$ cat src/rtl/csa_pkg.sv
// Package: csa_pkg
// Shared constants for the carry-select adder. Holds the default group
// width and the number of groups; assumes exactly two groups.
package csa_pkg;
    localparam int unsigned CSA_GROUP_W_DEF = 4;
    localparam int unsigned CSA_NUM_GROUPS  = 2;
endpackage

$ cat src/rtl/csa_full_add.sv
// Module: csa_full_add
// One-bit full adder in minimal two-level form: the sum is the four-minterm
// sum of products of odd parity, and the carry is the three-term majority.
// Assumes single-bit inputs; purely combinational.
module csa_full_add (
    input  logic x_bit,
    input  logic y_bit,
    input  logic c_bit,
    output logic s_bit,
    output logic co_bit
);
    // Two-level sum-of-products for sum and carry.
    always_comb begin
        s_bit  = (~x_bit & ~y_bit &  c_bit) |
                 (~x_bit &  y_bit & ~c_bit) |
                 ( x_bit & ~y_bit & ~c_bit) |
                 ( x_bit &  y_bit &  c_bit);
        co_bit = (x_bit & y_bit) | (x_bit & c_bit) | (y_bit & c_bit);
    end
endmodule

$ cat src/rtl/csa_ripple_group.sv
// Module: csa_ripple_group
// WIDTH-bit ripple-carry adder. It chains WIDTH full-adder cells, each
// passing its carry to the next. Assumes WIDTH >= 1; combinational.
module csa_ripple_group #(
    parameter int unsigned WIDTH = 4
) (
    input  logic [WIDTH-1:0] x_vec,
    input  logic [WIDTH-1:0] y_vec,
    input  logic             c_in,
    output logic [WIDTH-1:0] s_vec,
    output logic             c_out
);
    logic [WIDTH:0] chain;

    // Entry of the carry chain.
    assign chain[0] = c_in;

    for (genvar gi = 0; gi < WIDTH; gi++) begin : g_cell
        csa_full_add u_fa (
            .x_bit  (x_vec[gi]),
            .y_bit  (y_vec[gi]),
            .c_bit  (chain[gi]),
            .s_bit  (s_vec[gi]),
            .co_bit (chain[gi+1])
        );
    end

    // Exit of the carry chain.
    assign c_out = chain[WIDTH];
endmodule

$ cat src/rtl/csa_group_select.sv
// Module: csa_group_select
// 2:1 selector for a speculative group result (sum plus carry). It passes
// the carry-in-1 result when pick_one is set and otherwise the carry-in-0
// result. Assumes both inputs are already settled; combinational.
module csa_group_select #(
    parameter int unsigned WIDTH = 4
) (
    input  logic [WIDTH-1:0] sum_if0,
    input  logic             cy_if0,
    input  logic [WIDTH-1:0] sum_if1,
    input  logic             cy_if1,
    input  logic             pick_one,
    output logic [WIDTH-1:0] sum_sel,
    output logic             cy_sel
);
    // Pick one of the two precomputed results.
    always_comb begin
        if (pick_one) begin
            sum_sel = sum_if1;
            cy_sel  = cy_if1;
        end else begin
            sum_sel = sum_if0;
            cy_sel  = cy_if0;
        end
    end
endmodule

$ cat src/rtl/csa_adder8.sv
// Module: csa_adder8
// Two-group carry-select adder. The low group ripples from carry_in. The
// high group is computed twice at once, with carry-ins of 0 and 1, and the
// low group's carry picks between the two results. Assumes unsigned
// operands; no clock or reset.
module csa_adder8 #(
    parameter int unsigned GROUP_W = csa_pkg::CSA_GROUP_W_DEF
) (
    input  logic [csa_pkg::CSA_NUM_GROUPS*GROUP_W-1:0] a_in,
    input  logic [csa_pkg::CSA_NUM_GROUPS*GROUP_W-1:0] b_in,
    input  logic                                      carry_in,
    output logic [csa_pkg::CSA_NUM_GROUPS*GROUP_W-1:0] sum_out,
    output logic                                      carry_out
);
    localparam int unsigned DATA_W = csa_pkg::CSA_NUM_GROUPS * GROUP_W;

    logic [GROUP_W-1:0] lo_sum;
    logic               lo_carry;
    logic [GROUP_W-1:0] hi_sum0, hi_sum1, hi_sum_sel;
    logic               hi_cy0, hi_cy1;

    // Low group: ripples from the external carry.
    csa_ripple_group #(.WIDTH(GROUP_W)) u_lo (
        .x_vec (a_in[GROUP_W-1:0]),
        .y_vec (b_in[GROUP_W-1:0]),
        .c_in  (carry_in),
        .s_vec (lo_sum),
        .c_out (lo_carry)
    );

    // High group, assuming no incoming carry.
    csa_ripple_group #(.WIDTH(GROUP_W)) u_hi0 (
        .x_vec (a_in[DATA_W-1:GROUP_W]),
        .y_vec (b_in[DATA_W-1:GROUP_W]),
        .c_in  (1'b0),
        .s_vec (hi_sum0),
        .c_out (hi_cy0)
    );

    // High group, assuming an incoming carry.
    csa_ripple_group #(.WIDTH(GROUP_W)) u_hi1 (
        .x_vec (a_in[DATA_W-1:GROUP_W]),
        .y_vec (b_in[DATA_W-1:GROUP_W]),
        .c_in  (1'b1),
        .s_vec (hi_sum1),
        .c_out (hi_cy1)
    );

    // Low carry chooses the high result.
    csa_group_select #(.WIDTH(GROUP_W)) u_sel (
        .sum_if0  (hi_sum0),
        .cy_if0   (hi_cy0),
        .sum_if1  (hi_sum1),
        .cy_if1   (hi_cy1),
        .pick_one (lo_carry),
        .sum_sel  (hi_sum_sel),
        .cy_sel   (carry_out)
    );

    // Assemble the full sum.
    assign sum_out = {hi_sum_sel, lo_sum};
endmodule

$ cat config.mk
export PLATFORM = sky130hd
export DESIGN_NAME = csa_adder8
export DESIGN_NICKNAME = d
export VERILOG_FILES = /design/src/rtl/csa_pkg.sv /design/src/rtl/csa_full_add.sv /design/src/rtl/csa_ripple_group.sv /design/src/rtl/csa_group_select.sv /design/src/rtl/csa_adder8.sv
export SDC_FILE = /design/constraint.sdc
export NUM_CORES = 1
export LEC_CHECK = 0
export BUFFER_PORTS_ARGS = -buffer_cell sky130_fd_sc_hd__buf_2
export CAP_MARGIN = 20
export CORE_AREA = 2 2 39 41
export DETAILED_ROUTE_END_ITERATION = 8
export DIE_AREA = 0 0 41 43
export SYNTH_ARGS = -nofsm -noshare
export SYNTH_HDL_FRONTEND = slang
export SYNTH_SLANG_ARGS = --single-unit
$ cat constraint.sdc
create_clock -name vclk -period 2.4
set_clock_uncertainty 0.05 [all_clocks]
set_input_delay 0.24 -clock vclk [all_inputs]
set_output_delay 0.24 -clock vclk [all_outputs]
set_load 0.01 [all_outputs]
==> metrics.md <==
| Metric | Value |
|---|---|
| Status | `complete, but fails checks` |
| Violated checks | `setup timing` |
| GRT overflow | `0` |
| Crit. End Element | `output port` |
| Vias | `282` |
| Yosys top cell area share | `54.05%` |
| Clock buf count | `0` |
| Fin. Hold Viols | `0` |
| Sw Share | `45.52%` |
| Power Dens Cells | `271.8 nW/um^2` |
| Setup violation total in the final timing report | `2` |
| Most common cell in the synthesized netlist | `inv_1` |
| Hold slack | `821.1 ps` |
| Drt pass-1 iters | `2` |
| Drt initial violations | `2` |
| Area growth syn-to-layout | `46.28%` |
| Initial antenna violation count | `0` |
| Nets | `87` |
| Die width | `41 um` |
| Site Rows | `14` |
| First-pass GRT wire length | `986 um` |
| MaxCap Viol Count | `0` |
| IO Port Bufs | `26` |
| Net Sw Power | `0.06704 mW` |
| Synth Cell Area | `370.4 um^2` |
| Netlist cell types | `8` |
| Seq cells | `0` |
| Sequential power share | `0%` |
| Filler cell count | `148` |
| Data required, critical path | `2110 ps` |
| Hold crit path type | `input pin to output port` |
| CTS Hold Bufs | `0` |
| Die area | `1763 um^2` |
| Combinational Power Share | `100.0%` |
| Pwr Total | `0.1473 mW` |
| Max Freq | `415.4 MHz` |
| Sequential cell area fraction in the yosys report | `0%` |
| Fin crit period | `2408 ps` |
| Clk pwr share | `0%` |
| Slew HR | `91.60%` |
| Tcrit/Tclk final | `100.3%` |
| Fin util | `39.15%` |
| Core area | `1384 um^2` |
| GPL Wtd Cong | `0.7295` |
| Top cells by area, synth | `fa_1 (54%), inv_1 (12%), buf_4 (8.1%), mux2_4 (8.1%), ha_1 (6.8%)` |
| GRT Overall Usage | `7.825%` |
| Reg area | `0 um^2` |
| Pin count of the biggest net entering global routing | `5` |
| WP data arrival | `2120 ps` |
| RSZ-0062 raised after global routing | `yes` |
| Most frequent cells after synthesis | `inv_1 (12), fa_1 (10), buf_4 (4)` |
| N_diodes | `0` |
| Ratio of cells with drive above 1 in the final layout | `67.86%` |
| Max-slew violations | `0` |
| Crit path setup slack, layout | `-7.598 ps` |
| Crit Path Max Fanout | `4` |
| Mapped Nets | `63` |
| LEAKAGE | `0.2937 nW` |
| Area leader, netlist | `fa_1` |
| Routed Antenna Nets | `0` |
| Avg Cell Area, Syn | `10.89 um^2` |
| Internal | `0.08024 mW` |
| Crit Path Class | `input pin to output port` |
| Setup Fix Bufs, Post-CTS | `0` |
| Synth Warn # | `0` |
| Num ports | `26` |
| Detail Placement HPWL | `612 um` |
| Die height | `43 um` |
| Initial core utilization | `26.76%` |
| Synthesized netlist cell count | `34` |
| CP startpoint kind | `input pin` |
| Total Wirelength | `621 um` |
| Setup TNS | `-11.60 ps` |
| VDD IR max | `0.1131 mV` |
| Number of global-route vias before repair | `270` |
| Wire length per cell | `8.625 um` |
| Vias per cell | `3.917` |
| DRC Markers | `0` |
| Worst Tran Pin Value | `122.5 ps` |
layout by cell type, fill, tap and decap left out:
cell type / n
buf_2: 21
inv_1: 8
buf_6: 6
fa_2: 5
fa_1: 5
inv_4: 3
mux2_4: 2
mux2i_1: 2
ha_1: 2
xor2_1: 1
inv_2: 1
cell type report:
cell class | instances | area [um^2] | area share [%]
Multi-Input combinational cell | 17 | 296.5 | 54.73
Timing Repair Buffer | 27 | 172.7 | 31.87
Inverter | 12 | 52.55 | 9.700
Tap cell | 16 | 20.02 | 3.695
worst max-delay path: stages:
cell,delay [ps]
buf_6,90
inv_4,40
fa_2,190
inv_2,30
fa_2,330
fa_2,340
fa_2,400
mux2_4,330
buf_6,120
stage by stage:
stage	setup WS [ps]	cell area (um^2)	instances
floorplan	40.40	370.4	34
global placement	-180.7	486.7	72
detailed placement	-224.0	486.7	72
CTS	-103.0	528.0	72
global route	-62.56	541.8	72
finish	-7.598	541.8	72
what timing repair did:
action	CTS	global route
endpoints found under the setup margin	5	5
pin swaps	4	4
resized for setup	14	4
cells by family after synthesis:
| kind of cell | count (synthesis) | share of synthesized area, % |
|---|---|---|
| xor gates and xnor gates | 1 | 2.365 |
| adders and majority gates | 12 | 60.81 |
| buffers and inverters | 17 | 23.31 |
| muxes | 4 | 13.51 |
metal layers:
layer  track usage [%]  vias to the layer above  part of all wire, %
met1             7.358                      134                   24
met3                 0                        0                   10
met4                 0                        0                    0
li1                  -                      135                    -
met5                 0                        -                    0
met2             17.19                       13                   65
path summary, 6_finish.rpt:
check,depth (start not counted),startpoint,slack [ps],endpoint
max,9,a_in[0],-8,sum_out[6]
min,3,b_in[2],820,sum_out[2]
power groups by stage:
stage	Clock [mW]	Combinational, mW	Sequential (mW)
2_1_floorplan	0	0.0913	0
3_3_place_gp	0	0.129	0
3_5_place_dp	0	0.132	0
4_1_cts	0	0.150	0
5_1_grt	0	0.167	0
6_report	0	0.147	0
Power figures use the tool's default switching activity.
